$ cat config.mk
export PLATFORM = sky130hd
export DESIGN_NAME = pwr_stopclk_ctrl
export DESIGN_NICKNAME = d
export VERILOG_FILES = /design/src/rtl/pwr_pkg.sv /design/src/rtl/pwr_seq_fsm.sv /design/src/rtl/pwr_clk_guard.sv /design/src/rtl/pwr_irq_gate.sv /design/src/rtl/pwr_stopclk_ctrl.sv
export SDC_FILE = /design/constraint.sdc
export NUM_CORES = 1
export LEC_CHECK = 0
export BUFFER_PORTS_ARGS = -buffer_cell sky130_fd_sc_hd__clkbuf_2
export CORE_MARGIN = 10
export CORE_UTILIZATION = 51
export CTS_CLUSTER_SIZE = 40
export DETAILED_ROUTE_END_ITERATION = 12
export GPL_TIMING_DRIVEN = 0
export PLACE_DENSITY_LB_ADDON = 0.12
export SETUP_SLACK_MARGIN = 0.1
export SYNTH_ARGS = -nofsm -noshare
export SYNTH_HDL_FRONTEND = slang
export SYNTH_HIERARCHICAL = 1
export SYNTH_SLANG_ARGS = --single-unit
export TNS_END_PERCENT = 10
$ cat constraint.sdc
create_clock -name clk -period 1.5 [get_ports clk]
set_input_delay 0.15 -clock clk [delete_from_list [all_inputs] [get_ports clk]]
set_output_delay 0.15 -clock clk [all_outputs]
set_load 0.005 [all_outputs]
$ cat src/rtl/pwr_pkg.sv
package pwr_pkg;

  typedef enum logic [2:0] {
    PS_RUN     = 3'd0,
    PS_HALT    = 3'd1,
    PS_GRANT   = 3'd2,
    PS_STOPPED = 3'd3,
    PS_SNOOP   = 3'd4
  } pwr_state_e;

  localparam int unsigned IRQ_LINES = 3;
  localparam int unsigned IRQ_INTR  = 0;
  localparam int unsigned IRQ_NMI   = 1;
  localparam int unsigned IRQ_SMI   = 2;

  function automatic logic is_awake(input pwr_state_e s);
    return (s == PS_RUN) || (s == PS_HALT);
  endfunction

endpackage

$ cat src/rtl/pwr_seq_fsm.sv
module pwr_seq_fsm
  import pwr_pkg::*;
(
  input  logic       clk,
  input  logic       rst_n,
  input  logic       stop_req_n,
  input  logic       halt_stb,
  input  logic       wake,
  input  logic       hard_rst,
  input  logic       snoop_n,
  input  logic       clk_valid,
  output pwr_state_e state_o,
  output logic       sg_stb_o,
  output logic       halt_bus_o,
  output logic       inval_o
);

  pwr_state_e state_q, state_d;
  pwr_state_e origin_q, origin_d;
  pwr_state_e back_q, back_d;
  logic sg_d, hb_d, inv_d;
  logic sg_q, hb_q, inv_q;

  always_comb begin
    state_d  = state_q;
    origin_d = origin_q;
    back_d   = back_q;
    sg_d     = 1'b0;
    hb_d     = 1'b0;
    inv_d    = 1'b0;
    if (hard_rst) begin
      state_d  = PS_RUN;
      origin_d = PS_RUN;
      back_d   = PS_RUN;
    end else begin
      unique case (state_q)
        PS_RUN: begin
          if (!stop_req_n) begin
            state_d  = PS_GRANT;
            origin_d = PS_RUN;
            sg_d     = 1'b1;
          end else if (halt_stb) begin
            state_d = PS_HALT;
            hb_d    = 1'b1;
          end
        end
        PS_HALT: begin
          if (!stop_req_n) begin
            state_d  = PS_GRANT;
            origin_d = PS_HALT;
            sg_d     = 1'b1;
          end else if (wake) begin
            state_d = PS_RUN;
          end else if (!snoop_n) begin
            state_d = PS_SNOOP;
            back_d  = PS_HALT;
            inv_d   = 1'b1;
          end
        end
        PS_GRANT: begin
          if (!clk_valid) begin
            state_d = PS_STOPPED;
          end else if (stop_req_n) begin
            state_d = origin_q;
            hb_d    = (origin_q == PS_HALT);
          end else if (!snoop_n) begin
            state_d = PS_SNOOP;
            back_d  = PS_GRANT;
            inv_d   = 1'b1;
          end
        end
        PS_STOPPED: begin
          if (clk_valid) state_d = PS_GRANT;
        end
        PS_SNOOP: begin
          state_d = back_q;
        end
        default: state_d = PS_RUN;
      endcase
    end
  end

  always_ff @(posedge clk or negedge rst_n) begin
    if (!rst_n) begin
      state_q  <= PS_RUN;
      origin_q <= PS_RUN;
      back_q   <= PS_RUN;
      sg_q     <= 1'b0;
      hb_q     <= 1'b0;
      inv_q    <= 1'b0;
    end else begin
      state_q  <= state_d;
      origin_q <= origin_d;
      back_q   <= back_d;
      sg_q     <= sg_d;
      hb_q     <= hb_d;
      inv_q    <= inv_d;
    end
  end

  assign state_o    = state_q;
  assign sg_stb_o   = sg_q;
  assign halt_bus_o = hb_q;
  assign inval_o    = inv_q;

  AST_HALT_STB_STATE: assert property (@(posedge clk) disable iff (!rst_n)
    hb_q |-> state_q == PS_HALT);
  AST_SG_STB_ENTRY: assert property (@(posedge clk) disable iff (!rst_n)
    sg_q |-> (state_q == PS_GRANT) &&
             ($past(state_q) == PS_RUN || $past(state_q) == PS_HALT));
  AST_NO_SG_REENTRY: assert property (@(posedge clk) disable iff (!rst_n)
    (state_q == PS_STOPPED || state_q == PS_SNOOP) |=> !sg_q);
  AST_SNOOP_SINGLE: assert property (@(posedge clk) disable iff (!rst_n)
    state_q == PS_SNOOP |=> state_q != PS_SNOOP);
  AST_STOPPED_HOLDS: assert property (@(posedge clk) disable iff (!rst_n)
    (state_q == PS_STOPPED && !clk_valid && !hard_rst) |=> state_q == PS_STOPPED);
  AST_HARD_RST_RUN: assert property (@(posedge clk) disable iff (!rst_n)
    hard_rst |=> state_q == PS_RUN);

endmodule

$ cat src/rtl/pwr_clk_guard.sv
module pwr_clk_guard
  import pwr_pkg::*;
#(
  parameter int unsigned STABLE_CYCLES = 33333
) (
  input  logic       clk,
  input  logic       rst_n,
  input  pwr_state_e state_i,
  input  logic       stop_req_n,
  input  logic       clk_valid,
  output logic       violation_o
);

  localparam int unsigned CW = $clog2(STABLE_CYCLES + 1);
  localparam logic [CW-1:0] LIMIT = CW'(STABLE_CYCLES);

  logic [CW-1:0] stable_cnt_q;
  logic          disturbed_q;
  logic          viol_q;
  logic          early_release;

  always_ff @(posedge clk or negedge rst_n) begin
    if (!rst_n) begin
      stable_cnt_q <= '0;
    end else if (!clk_valid) begin
      stable_cnt_q <= '0;
    end else if (stable_cnt_q != LIMIT) begin
      stable_cnt_q <= stable_cnt_q + 1'b1;
    end
  end

  always_ff @(posedge clk or negedge rst_n) begin
    if (!rst_n) begin
      disturbed_q <= 1'b0;
    end else if (state_i == PS_STOPPED) begin
      disturbed_q <= 1'b1;
    end else if (is_awake(state_i)) begin
      disturbed_q <= 1'b0;
    end
  end

  assign early_release = (state_i == PS_GRANT) && stop_req_n && clk_valid &&
                         disturbed_q && (stable_cnt_q < LIMIT);

  always_ff @(posedge clk or negedge rst_n) begin
    if (!rst_n) begin
      viol_q <= 1'b0;
    end else if (early_release) begin
      viol_q <= 1'b1;
    end
  end

  assign violation_o = viol_q;

  AST_VIOL_STICKY: assert property (@(posedge clk) disable iff (!rst_n)
    viol_q |=> viol_q);
  AST_CNT_CLEARED: assert property (@(posedge clk) disable iff (!rst_n)
    !clk_valid |=> stable_cnt_q == '0);

endmodule

$ cat src/rtl/pwr_irq_gate.sv
module pwr_irq_gate
  import pwr_pkg::*;
(
  input  logic                 clk,
  input  logic                 rst_n,
  input  pwr_state_e           state_i,
  input  logic [IRQ_LINES-1:0] lines_i,
  input  logic                 intr_ack,
  input  logic                 hard_rst,
  output logic [IRQ_LINES-1:0] recog_o
);

  logic                 open_w;
  logic [IRQ_LINES-1:0] recog_q;

  assign open_w = is_awake(state_i);

  genvar g;
  generate
    for (g = 0; g < IRQ_LINES; g++) begin : g_line
      if (g == IRQ_INTR) begin : g_held
        always_ff @(posedge clk or negedge rst_n) begin
          if (!rst_n) begin
            recog_q[g] <= 1'b0;
          end else if (hard_rst || intr_ack) begin
            recog_q[g] <= 1'b0;
          end else if (open_w && lines_i[g]) begin
            recog_q[g] <= 1'b1;
          end
        end
      end else begin : g_level
        always_ff @(posedge clk or negedge rst_n) begin
          if (!rst_n) begin
            recog_q[g] <= 1'b0;
          end else begin
            recog_q[g] <= !hard_rst && open_w && lines_i[g];
          end
        end
      end
    end
  endgenerate

  assign recog_o = recog_q;

  AST_NMI_GATED: assert property (@(posedge clk) disable iff (!rst_n)
    recog_q[IRQ_NMI] |-> $past(open_w));
  AST_SMI_GATED: assert property (@(posedge clk) disable iff (!rst_n)
    recog_q[IRQ_SMI] |-> $past(open_w));
  AST_INTR_HELD: assert property (@(posedge clk) disable iff (!rst_n)
    (recog_q[IRQ_INTR] && !intr_ack && !hard_rst) |=> recog_q[IRQ_INTR]);
  AST_HARD_RST_CLR: assert property (@(posedge clk) disable iff (!rst_n)
    hard_rst |=> recog_q == '0);

endmodule

$ cat src/rtl/pwr_stopclk_ctrl.sv
module pwr_stopclk_ctrl
  import pwr_pkg::*;
#(
  parameter int unsigned STABLE_CYCLES = 33333
) (
  input  logic       clk,
  input  logic       rst_n,
  input  logic       stop_req_n,
  input  logic       halt_stb,
  input  logic       intr,
  input  logic       nmi,
  input  logic       smi,
  input  logic       intr_ack,
  input  logic       hard_rst,
  input  logic       soft_rst,
  input  logic       snoop_n,
  input  logic       clk_valid,
  output logic       sg_cycle_stb,
  output logic       halt_cycle_stb,
  output logic       inval_stb,
  output logic [2:0] irq_recog,
  output logic [2:0] pwr_state,
  output logic       clk_violation
);

  pwr_state_e           state_w;
  logic                 wake_w;
  logic [IRQ_LINES-1:0] lines_w;

  assign wake_w  = intr | nmi | smi | soft_rst;
  assign lines_w = {smi, nmi, intr};

  pwr_seq_fsm u_fsm (
    .clk        (clk),
    .rst_n      (rst_n),
    .stop_req_n (stop_req_n),
    .halt_stb   (halt_stb),
    .wake       (wake_w),
    .hard_rst   (hard_rst),
    .snoop_n    (snoop_n),
    .clk_valid  (clk_valid),
    .state_o    (state_w),
    .sg_stb_o   (sg_cycle_stb),
    .halt_bus_o (halt_cycle_stb),
    .inval_o    (inval_stb)
  );

  pwr_clk_guard #(
    .STABLE_CYCLES (STABLE_CYCLES)
  ) u_guard (
    .clk         (clk),
    .rst_n       (rst_n),
    .state_i     (state_w),
    .stop_req_n  (stop_req_n),
    .clk_valid   (clk_valid),
    .violation_o (clk_violation)
  );

  pwr_irq_gate u_irq (
    .clk      (clk),
    .rst_n    (rst_n),
    .state_i  (state_w),
    .lines_i  (lines_w),
    .intr_ack (intr_ack),
    .hard_rst (hard_rst),
    .recog_o  (irq_recog)
  );

  assign pwr_state = state_w;

  AST_INVAL_ONLY_SNOOP: assert property (@(posedge clk) disable iff (!rst_n)
    inval_stb |-> pwr_state == 3'd4);
  AST_STROBES_EXCL: assert property (@(posedge clk) disable iff (!rst_n)
    $countones({sg_cycle_stb, halt_cycle_stb, inval_stb}) <= 1);

endmodule

# Word-level counts from Yosys, hierarchy flattened
# Cells that the tools add are included.
word_totals:
  register_bits: 33
  latch_bits: 0
  mem_bits_rw: 0
  romBits: 0
  input_bits: 12
  out_inout_bits: 10
  wordCells: 98
  memories: 0
classes:
  addsub: 1
  n_mul: 0
  div: 0
  order_cmp: 1
  eq_ne: 17
  n_shift: 0
  n_mux: 44
  n_bitwise: 3
  n_reduce_logical: 20
op_table:
  columns: ["op", "n"]
  rows:
  - ["3-bit 2-to-1 mux", 19]
  - ["16-bit 2-to-1 mux", 2]
  - ["3-bit inequality test (second input constant)", 9]
  - ["1-bit 2-to-1 mux", 18]
  - ["16-bit by 1-bit adder with 16-bit output (second input constant)", 1]
  - ["16-bit < comparator (second input constant)", 1]
  - ["16-bit inequality test (second input constant)", 1]
  - ["3-bit case mux with 5 select lines", 1]
  - ["3-bit case mux with 2 select lines", 2]
  - ["1-bit logical AND", 8]
  - ["7-bit AND reduction", 1]
  - ["3-bit by 1-bit == test with 1-bit output (second input constant)", 2]
  - ["3-bit by 2-bit == test with 1-bit output (second input constant)", 2]
  - ["3-bit nonzero test", 2]
  - ["4-bit inequality test (second input constant)", 1]
  - ["1-bit case mux with 2 select lines", 2]
  - ["2-bit nonzero test", 2]
  - ["3-bit == test (second input constant)", 1]
  - ["3-bit logical NOT", 1]
  - ["1-bit OR", 3]
  - ["3-bit AND reduction", 1]
  - ["1-bit logical OR", 2]
  - ["2-bit by 1-bit inequality test with 1-bit output (second input constant)", 1]
  - ["2-bit AND reduction", 1]
  - ["2 further kinds", 2]

# Longest topological paths before layout
# Gate-level depths: netlist of the first run.
depth:
  word_depth: 7
  depth_mapped: 6
  mapped_depth_nobuf: 6

# Cells and area by module
# The synthesis of the first run kept the hierarchy.
by_module_without_submodules:
  columns: ["mod", "instances", "cells_per_inst", "area_per_inst_um2", "seq_area_each_um2"]
  rows:
  - ["pwr_clk_guard", 1, 105, 1027.2, 450.4]
  - ["pwr_seq_fsm", 1, 58, 518.0, 225.2]
  - ["pwr_irq_gate", 1, 9, 116.4, 75.1]
  - ["pwr_stopclk_ctrl", 1, 1, 7.5, 0.0]

# Worst setup path after synthesis of the first run
# Ideal clock, no wire load.
synth_path:
  path_type: "register to register"
  startpoint: "register u_fsm.state_q[2], in the netlist u_fsm/state_o[2]"
  endpoint: "register u_fsm.back_q[0]"
  setup_ns: 0.120
  arrival_time_ns: 1.559
  required_ns: 1.380
  path_slack_ns: -0.180
  stages_incl_launch_ff: 5
  path_buffers: 0
  synth_period_minus_slack_ns: 1.680
  path_cell_list: "dfrtp_1 > or3b_1 > or4b_1 > a32oi_1 > nor2_1"
synth_via:
  elab_chain_cells: 3
  elab_cells_between_ends: 12
  classes_between: "eq/ne: 8; mux: 2; reduce/logical: 2"
synth_lines:
  columns: ["item", "line", "rtl"]
  rows:
  - ["start, declared", "pwr_seq_fsm.sv:18", "pwr_state_e state_q, state_d;"]
  - ["start signal, assigned", "pwr_seq_fsm.sv:92", "state_q <= state_d;"]
  - ["3-bit by 1-bit == test with 1-bit output or 3-bit by 2-bit == test with 1-bit output (tied branches)", "pwr_seq_fsm.sv:36", "unique case (state_q)"]
  - ["3-bit inequality test (no line) (tied with other cells)", null, null]
  - ["7-bit AND reduction (no line) or 3-bit 2-to-1 mux (tied branches)", null, null]
  - ["end signal, assigned", "pwr_seq_fsm.sv:94", "back_q <= back_d;"]
  - ["end, declared", "pwr_seq_fsm.sv:20", "pwr_state_e back_q, back_d;"]
# Several ways; a longest one is shown, not always the timed one.
# A chain may end at the register's enable or synchronous reset.

# Worst setup path in the final report of the first run
layout_path:
  startpoint: "register u_fsm.state_q[0], in the netlist u_fsm/state_o[0]"
  endpoint: "register u_fsm.back_q[0]"
# The elaborated chain is that of the path after synthesis.

==> impl_metrics.prom, run 1 <==
# TYPE chip_impl_metric gauge
chip_impl_metric{name="grt_start_max_net_pins",unit=""} 31
chip_impl_info{name="worstHoldPathType",value="in2reg"} 1
chip_impl_metric{name="post-route-util",unit="%"} 66.37
chip_impl_metric{name="total_drc_errors_in_the_routed_layout",unit=""} 0
chip_impl_metric{name="synth_area_per_cell",unit="um^2"} 9.648
chip_impl_info{name="status",value="finished with violations"} 1
chip_impl_metric{name="dp_cells",unit=""} 238
chip_impl_metric{name="post-dp-hpwl",unit="um"} 2588
chip_impl_info{name="end_of_the_worst_register_to_register_path",value="u_fsm/back_q[0]"} 1
chip_impl_info{name="category_of_the_critical_setup_timing_path",value="reg2reg"} 1
chip_impl_metric{name="achievable-frequency",unit="GHz"} 0.6204
chip_impl_metric{name="number_of_cells_on_the_worst_reg_to_reg_path",unit=""} 4
chip_impl_metric{name="gp_routability_congestion",unit=""} 0.8402
chip_impl_metric{name="setup_violations",unit=""} 9
chip_impl_info{name="worst_r2r_startpoint",value="u_fsm/state_o[0]"} 1
chip_impl_metric{name="synth_enable_flop_cells",unit=""} 0
chip_impl_metric{name="finalSetupTns",unit="ns"} -0.5872
chip_impl_metric{name="reg2reg_setup_slack",unit="ns"} -0.11
chip_impl_metric{name="timing.slew.headroom",unit="%"} 52.13
chip_impl_metric{name="fp.coreArea",unit="um^2"} 3103
chip_impl_metric{name="ant_nets",unit=""} 0
chip_impl_info{name="worst_path_max_delay_cell",value="sky130_fd_sc_hd__or4b_4"} 1
chip_impl_info{name="path_cells",value="or3b_1 > or4b_4 > a32oi_1 > nor2_1"} 1
chip_impl_metric{name="die_h",unit="um"} 77.21
chip_impl_info{name="synth_top_cells_by_area",value="sky130_fd_sc_hd__dfrtp_1 45%, sky130_fd_sc_hd__and2_1 4.1%, sky130_fd_sc_hd__xor2_1 3.1%"} 1
chip_impl_metric{name="synth_top_cell_area_share",unit="%"} 44.98
chip_impl_metric{name="finalHoldViolations",unit=""} 0
chip_impl_metric{name="globalRouteTotalUtil",unit="%"} 13.46
chip_impl_metric{name="syn_area",unit="um^2"} 1669
chip_impl_metric{name="ys_types",unit=""} 48
chip_impl_metric{name="ys_seq_area_share",unit="%"} 44.98
chip_impl_metric{name="timing.clock.skew",unit="ns"} 0.01292
chip_impl_metric{name="num_antenna_cells",unit=""} 0
chip_impl_info{name="synthFlopType",value="sky130_fd_sc_hd__dfrtp_1"} 1
chip_impl_metric{name="final_layout_net_count",unit=""} 228
chip_impl_info{name="ys_top_cells_by_count",value="30 x sky130_fd_sc_hd__dfrtp_1, 13 x sky130_fd_sc_hd__nand2_1, 11 x sky130_fd_sc_hd__and2_1"} 1
chip_impl_info{name="tritoncts",value="built"} 1
chip_impl_metric{name="detail_route.first_pass.iterations",unit=""} 4
chip_impl_metric{name="boundaryPins",unit=""} 22
chip_impl_metric{name="die_w",unit="um"} 77.21
chip_impl_metric{name="critPathArrivalTime",unit="ns"} 1.83
chip_impl_info{name="timing.critical_path.from_type",value="flop"} 1
chip_impl_metric{name="vias",unit=""} 1426
chip_impl_info{name="post-synth-top-area-cell",value="sky130_fd_sc_hd__dfrtp_1"} 1
chip_impl_metric{name="syn2layout_area_growth",unit="%"} 23.39
chip_impl_metric{name="final.period_utilization",unit="%"} 107.5
chip_impl_metric{name="port_buffers",unit=""} 21
chip_impl_metric{name="layout_min_cycle_time",unit="ns"} 1.612
chip_impl_metric{name="synthesized_flop_and_latch_total",unit=""} 30
chip_impl_metric{name="powerDensity",unit="nW/um^2"} 826.7
chip_impl_metric{name="final_report_max_slew_violation_count",unit=""} 0
chip_impl_metric{name="vdd.ir_drop.worst",unit="mV"} 0.8590
chip_impl_metric{name="cts_buffer_depth",unit=""} 2
chip_impl_metric{name="drive_gt1_share",unit="%"} 32.24
chip_impl_metric{name="netlist_instances",unit=""} 173
chip_impl_metric{name="number_of_global_route_vias_before_repair",unit=""} 1436
chip_impl_metric{name="grt_antenna_before_repair",unit=""} 0
chip_impl_metric{name="cap_violations",unit=""} 0
chip_impl_info{name="cp-startpoint",value="u_fsm/state_o[0]"} 1
chip_impl_metric{name="preCtsSetupSlack",unit="ns"} -0.2097
chip_impl_metric{name="mappedNetlistNets",unit=""} 188
chip_impl_metric{name="clock_latency",unit="ns"} 0.33
chip_impl_metric{name="cts_num_sinks",unit=""} 30
chip_impl_metric{name="route.final.wire_length",unit="um"} 3872
chip_impl_metric{name="critical_path.max_fanout",unit=""} 2
chip_impl_metric{name="yosys_warnings",unit=""} 6
chip_impl_metric{name="post_layout_nonfiller_instances",unit=""} 258
chip_impl_metric{name="design.die.area",unit="um^2"} 5961
chip_impl_info{name="failing_checks",value="setup timing"} 1
chip_impl_metric{name="p_leak",unit="nW"} 0.9241
chip_impl_info{name="most_common_cell_in_the_netlist",value="sky130_fd_sc_hd__dfrtp_1"} 1
chip_impl_metric{name="fin_ws",unit="ns"} -0.1118
chip_impl_metric{name="tritoncts.num_buffers",unit=""} 5
chip_impl_metric{name="cts.reportedPaths.clkPinSlew",unit="ns"} 0.09
chip_impl_metric{name="initial_core_utilization",unit="%"} 53.79
chip_impl_metric{name="fp-row-count",unit=""} 20
chip_impl_metric{name="pnr_total_power",unit="W"} 0.001703
chip_impl_metric{name="tightest_slew",unit="ns"} 0.7181
chip_impl_metric{name="vias_per_cell",unit=""} 5.527
chip_impl_metric{name="grt_pass1_wl",unit="um"} 6727
chip_impl_metric{name="async_flop_share",unit="%"} 100.0
chip_impl_info{name="endpoint",value="u_fsm/back_q[0]"} 1
chip_impl_metric{name="grt_overflow_total",unit=""} 0
chip_impl_metric{name="wl_cell",unit="um"} 15.01
chip_impl_info{name="setup_repair_after_global_routing_missed_its_margin",value="true"} 1
chip_impl_metric{name="timing.critical_path.slowest_cell_delay",unit="ns"} 0.50
chip_impl_metric{name="cts-htree-levels",unit=""} 2
chip_impl_metric{name="cp.required",unit="ns"} 1.72
chip_impl_info{name="worst_setup_path_end_kind",value="flop"} 1
chip_impl_metric{name="drt-initial-drc-count",unit=""} 119
chip_impl_info{name="clk_root_buffer_cell",value="sky130_fd_sc_hd__clkbuf_4"} 1
## repair_timing
| item | CTS | global route |
|---|---|---|
| setup endpoints to repair | 21 | 24 |
| hold buffers | 1 | 0 |
| gates resized for setup | 17 | 6 |
| endpoints found under the hold margin | 30 | 0 |
| buffers inserted | 10 | 1 |
| pin swaps | 10 | 6 |
## flip-flops by register name (all words and copies together) (netlist names)
name                  flops
u_irq/recog_o             3
u_fsm/state_o             3
u_fsm/inval_o             1
u_fsm/halt_bus_o          1
u_fsm/back_q              2
u_guard/stable_cnt_q     16
u_fsm/origin_q            1
u_guard/violation_o       1
u_fsm/sg_stb_o            1
u_guard/disturbed_q       1
## critical path, delay by kind of cell (launching register included)
family,cells,cell delay (ns)
AND/OR/NAND/NOR,3,0.94
flip-flops,1,0.40
AO/OA/AOI/OAI,1,0.17
## per-stage QoR
step                      instance area [um^2]  hold slack, ns
after CTS                                 2033         0.03666
final                                     2059         0.04597
after floorplan                           1670         -0.1456
after global routing                      2059         0.03247
after global placement                    1831          0.2321
after detailed placement                  1831          0.2429
## power by group
| part | internal (W) | switching (W) | leakage [nW] |
|---|---|---|---|
| sequential | 0.000852 | 0.0000345 | 0.400 |
| combinational | 0.000141 | 0.000177 | 0.489 |
| clock | 0.000227 | 0.000271 | 0.0353 |
| total | 0.00122 | 0.000483 | 0.924 |
## placed cells by master, fill, tap and decap left out, types with 3 or more instances in the layout
cell	count
sky130_fd_sc_hd__nor2_1	7
sky130_fd_sc_hd__nand2_1	13
sky130_fd_sc_hd__nand2b_1	5
sky130_fd_sc_hd__clkbuf_4	6
sky130_fd_sc_hd__dfrtp_2	7
sky130_fd_sc_hd__nor4_2	3
sky130_fd_sc_hd__xnor2_1	3
sky130_fd_sc_hd__buf_4	11
sky130_fd_sc_hd__or3_1	3
sky130_fd_sc_hd__inv_1	9
sky130_fd_sc_hd__nor3_1	9
sky130_fd_sc_hd__mux2i_1	3
sky130_fd_sc_hd__clkbuf_1	4
sky130_fd_sc_hd__nand4_1	3
sky130_fd_sc_hd__nand3_1	5
sky130_fd_sc_hd__and2_1	11
sky130_fd_sc_hd__o21ai_0	5
sky130_fd_sc_hd__clkbuf_2	22
sky130_fd_sc_hd__xor2_1	6
sky130_fd_sc_hd__a21oi_1	8
sky130_fd_sc_hd__dfrtp_1	23
## cells by family (layout without fill, tap and decap cells)
group	Yosys count	count (layout)	synth area share, %
flip-flops	30	30	44.98
AND/OR/NAND/NOR	81	81	29.76
XOR/XNOR	9	9	4.723
buffers and inverters	15	56	3.448
multiplexers	3	3	1.799
AO/OA/AOI/OAI	32	32	13.04
adder cells (fa/ha/maj)	3	3	2.249
## cell type report
type	count	area [um^2]
plain buffers	6	28.78
clock buffers	7	55.05
clock inverters	1	5.005
fillers	267	1044
inverters	9	33.78
multi-input cells	128	924.6
flip-flops and latches	30	759.5
well taps	44	55.05
repair buffers	33	197.7
## metal layers
| layer | track usage, % | vias up | wire length, um |
|---|---|---|---|
| li1 | - | 701 | - |
| met1 | 16.62 | 689 | 1760 |
| met2 | 21.49 | 30 | 1876 |
| met3 | 5.128 | 6 | 186 |
| met4 | 3.285 | 0 | 48 |
| met5 | 0 | - | 0 |
## worst min path at each step
stage | startpoint | to | cells after the start
5_1_grt | nmi | u_irq/recog_o[1] | 2
3_3_place_gp | rst_n | u_fsm/back_q[0] | 1
2_1_floorplan | rst_n | u_fsm/back_q[0] | 0
3_5_place_dp | rst_n | u_irq/recog_o[0] | 1
6_report | smi | u_irq/recog_o[2] | 2
4_1_cts | smi | u_irq/recog_o[2] | 2
No activity file was read; power rests on OpenSTA's default activity.
==> run 2, diff against run 1 <==
==> constraint.sdc (replaced) <==
create_clock -name clk -period 1.5 [get_ports clk]
set_input_delay 0.15 -clock clk [delete_from_list [all_inputs] [get_ports clk]]
set_output_delay 0.15 -clock clk [all_outputs]
set_load 0.05 [all_outputs]
==> run 2 against run 1 <==
Net effect: the run still ends with setup timing left; total power is 3.3% higher; first-iteration DRC count is 29% lower; clock-buffer cell count is 1 higher; non-clock buffer count is 4 lower; fmax is 1.7% lower; critical path depth stayed put; sequential cell count stayed put; critical path type unchanged; highest routed layer unchanged.
==> impl_metrics.prom, run 2 (synthesis gave the netlist of run 1 again) <==
# TYPE chip_impl_metric gauge
chip_impl_info{name="worstHoldPathType",value="in2reg"} 1
chip_impl_metric{name="comb_power_share",unit="%"} 23.7
chip_impl_info{name="worst_setup_path_end_kind",value="flop"} 1
chip_impl_metric{name="dp_cells",unit=""} 238
chip_impl_metric{name="cts_buffer_depth",unit=""} 2
chip_impl_metric{name="grt_pass1_wl",unit="um"} 6927
chip_impl_metric{name="port_buffers",unit=""} 21
chip_impl_metric{name="die_w",unit="um"} 77.21
chip_impl_metric{name="cellInternalPower",unit="W"} 0.001174
chip_impl_metric{name="critPathArrivalTime",unit="ns"} 1.86
chip_impl_metric{name="placedInstanceArea",unit="um^2"} 1833
chip_impl_info{name="layout_commonest_cell",value="sky130_fd_sc_hd__dfrtp_1"} 1
chip_impl_metric{name="power.share.switching",unit="%"} 33.24
chip_impl_metric{name="largest_reg_flops",unit=""} 16
chip_impl_info{name="layout.cells.most_common_list",value="23 x sky130_fd_sc_hd__dfrtp_1, 21 x sky130_fd_sc_hd__clkbuf_2, 13 x sky130_fd_sc_hd__nand2_1, 11 x sky130_fd_sc_hd__and2_1"} 1
chip_impl_metric{name="powerDensity",unit="nW/um^2"} 867.3
chip_impl_metric{name="achievable-frequency",unit="GHz"} 0.6096
chip_impl_metric{name="grt_start_max_net_pins",unit=""} 31
chip_impl_metric{name="globalRouteTotalUtil",unit="%"} 14.02
chip_impl_metric{name="fin_ws",unit="ns"} -0.1405
chip_impl_info{name="largest_register",value="u_guard/stable_cnt_q"} 1
chip_impl_metric{name="vias_per_cell",unit=""} 5.484
chip_impl_metric{name="pwr-share-seq",unit="%"} 50.3
chip_impl_metric{name="cts-htree-levels",unit=""} 2
chip_impl_metric{name="wl_cell",unit="um"} 15.40
chip_impl_metric{name="finalHoldViolations",unit=""} 0
chip_impl_metric{name="design.die.area",unit="um^2"} 5961
chip_impl_metric{name="final_report_max_slew_violation_count",unit=""} 0
chip_impl_metric{name="post_layout_nonfiller_instances",unit=""} 254
chip_impl_metric{name="tightest_slew",unit="ns"} 0.7208
chip_impl_metric{name="cts_num_sinks",unit=""} 30
chip_impl_metric{name="post-dp-hpwl",unit="um"} 2670
chip_impl_metric{name="detail_route.first_pass.iterations",unit=""} 4
chip_impl_metric{name="tritoncts.num_buffers",unit=""} 5
chip_impl_info{name="status",value="finished with violations"} 1
chip_impl_metric{name="whs",unit="ns"} 0.04825
chip_impl_metric{name="die_h",unit="um"} 77.21
chip_impl_metric{name="post-route-util",unit="%"} 65.32
chip_impl_metric{name="boundaryPins",unit=""} 22
chip_impl_metric{name="drt-initial-drc-count",unit=""} 85
chip_impl_metric{name="fp-row-count",unit=""} 20
chip_impl_metric{name="layout_min_cycle_time",unit="ns"} 1.641
chip_impl_info{name="timing.critical_path.from_type",value="flop"} 1
chip_impl_metric{name="num_antenna_cells",unit=""} 0
chip_impl_metric{name="switchingPower",unit="W"} 0.0005843
chip_impl_metric{name="timing.slew.headroom",unit="%"} 51.95
chip_impl_metric{name="total_drc_errors_in_the_routed_layout",unit=""} 0
chip_impl_metric{name="timing.clock.skew",unit="ns"} 0.009884
chip_impl_metric{name="number_of_cells_on_the_worst_reg_to_reg_path",unit=""} 4
chip_impl_info{name="failing_checks",value="setup timing"} 1
chip_impl_metric{name="drive_gt1_share",unit="%"} 30.00
chip_impl_metric{name="setup_violations",unit=""} 9
chip_impl_metric{name="power_frac_clock",unit="%"} 26.0
chip_impl_metric{name="initial_core_utilization",unit="%"} 53.79
chip_impl_metric{name="gp_routability_congestion",unit=""} 0.8599
chip_impl_info{name="clk_root_buffer_cell",value="sky130_fd_sc_hd__clkbuf_4"} 1
chip_impl_metric{name="number_of_global_route_vias_before_repair",unit=""} 1432
chip_impl_metric{name="syn2layout_area_growth",unit="%"} 21.44
chip_impl_metric{name="p_leak",unit="nW"} 0.8959
chip_impl_metric{name="grt_overflow_total",unit=""} 0
chip_impl_metric{name="fin_area",unit="um^2"} 2027
chip_impl_metric{name="vias",unit=""} 1393
chip_impl_metric{name="cap_violations",unit=""} 0
chip_impl_info{name="tritoncts",value="built"} 1
chip_impl_metric{name="fp.coreArea",unit="um^2"} 3103
chip_impl_metric{name="final_layout_net_count",unit=""} 224
chip_impl_metric{name="final.period_utilization",unit="%"} 109.4
chip_impl_metric{name="critical_path.max_fanout",unit=""} 2
chip_impl_metric{name="worst_hold_path.num_cells",unit=""} 2
chip_impl_metric{name="vdd.ir_drop.worst",unit="mV"} 0.4981
chip_impl_metric{name="cp.required",unit="ns"} 1.72
chip_impl_info{name="category_of_the_critical_setup_timing_path",value="reg2reg"} 1
chip_impl_metric{name="grt_antenna_before_repair",unit=""} 0
chip_impl_metric{name="route.final.wire_length",unit="um"} 3912
chip_impl_metric{name="ant_nets",unit=""} 0
chip_impl_info{name="setup_repair_after_global_routing_missed_its_margin",value="true"} 1
chip_impl_metric{name="clock_latency",unit="ns"} 0.34
chip_impl_metric{name="cts.reportedPaths.clkPinSlew",unit="ns"} 0.09
[run 2: timing repair]
| action | 4_1_cts | 5_1_grt |
|---|---|---|
| gates resized for setup | 19 | 5 |
| pin swaps | 11 | 5 |
| buffers inserted | 7 | 0 |
| endpoints found under the hold margin | 30 | 0 |
| hold buffers | 1 | 0 |
| setup endpoints to repair | 21 | 25 |
[run 2: power groups by stage]
stage	Combinational (W)	Clock [W]	Sequential, W
2_1_floorplan	0.000154	0	0.00101
3_5_place_dp	0.000367	0	0.000913
3_3_place_gp	0.000359	0	0.000911
6_report	0.000416	0.000457	0.000885
4_1_cts	0.000412	0.000469	0.000884
5_1_grt	0.000457	0.000521	0.000892
[run 2: final timing paths]
| path | from | end | slack, ns |
|---|---|---|---|
| setup / recovery | u_fsm/state_o[0] | u_fsm/back_q[0] | -0.14 |
| hold / removal | nmi | u_irq/recog_o[1] | 0.05 |
| setup reg to reg | u_fsm/state_o[0] | u_fsm/back_q[0] | -0.14 |
| hold reg to reg | u_irq/recog_o[0] | u_irq/recog_o[0] | 0.51 |
| max in group asynchronous | rst_n | u_guard/stable_cnt_q[11] | 0.58 |
| min in group asynchronous | rst_n | u_guard/stable_cnt_q[8] | 0.41 |
[run 2: final cells by class]
class | count | area [um^2]
Tap cell | 44 | 55.05
Timing Repair Buffer | 29 | 176.4
Fill cell | 272 | 1076
Sequential cell | 30 | 759.5
Inverter | 9 | 33.78
Multi-Input combinational cell | 128 | 924.6
Clock buffer | 8 | 48.80
Buffer | 6 | 28.78
[run 2: routing by layer]
layer / share of wire [%] / GRT usage, %
met5: 0 / 0
met4: 0.33 / 4.197
met3: 6.5 / 6.294
met1: 46 / 17.03
met2: 47 / 21.66
[run 2: critical path: stages, from the launching register on]
cell                      delay, ns
sky130_fd_sc_hd__dfrtp_2       0.41
sky130_fd_sc_hd__or3b_1        0.39
sky130_fd_sc_hd__or4b_4        0.50
sky130_fd_sc_hd__a32oi_1       0.16
sky130_fd_sc_hd__nor2_1        0.05
[run 2: per-stage QoR]
step                      total power [W]  TNS, ns  setup slack, ns
final                            0.001758  -0.5943          -0.1405
after global routing             0.001870   -1.718          -0.2359
after CTS                        0.001765  -0.6867          -0.1371
after detailed placement         0.001280   -1.361          -0.2175
after global placement           0.001269  -0.9899          -0.1952
after floorplan                  0.001163  -0.4578          -0.2446
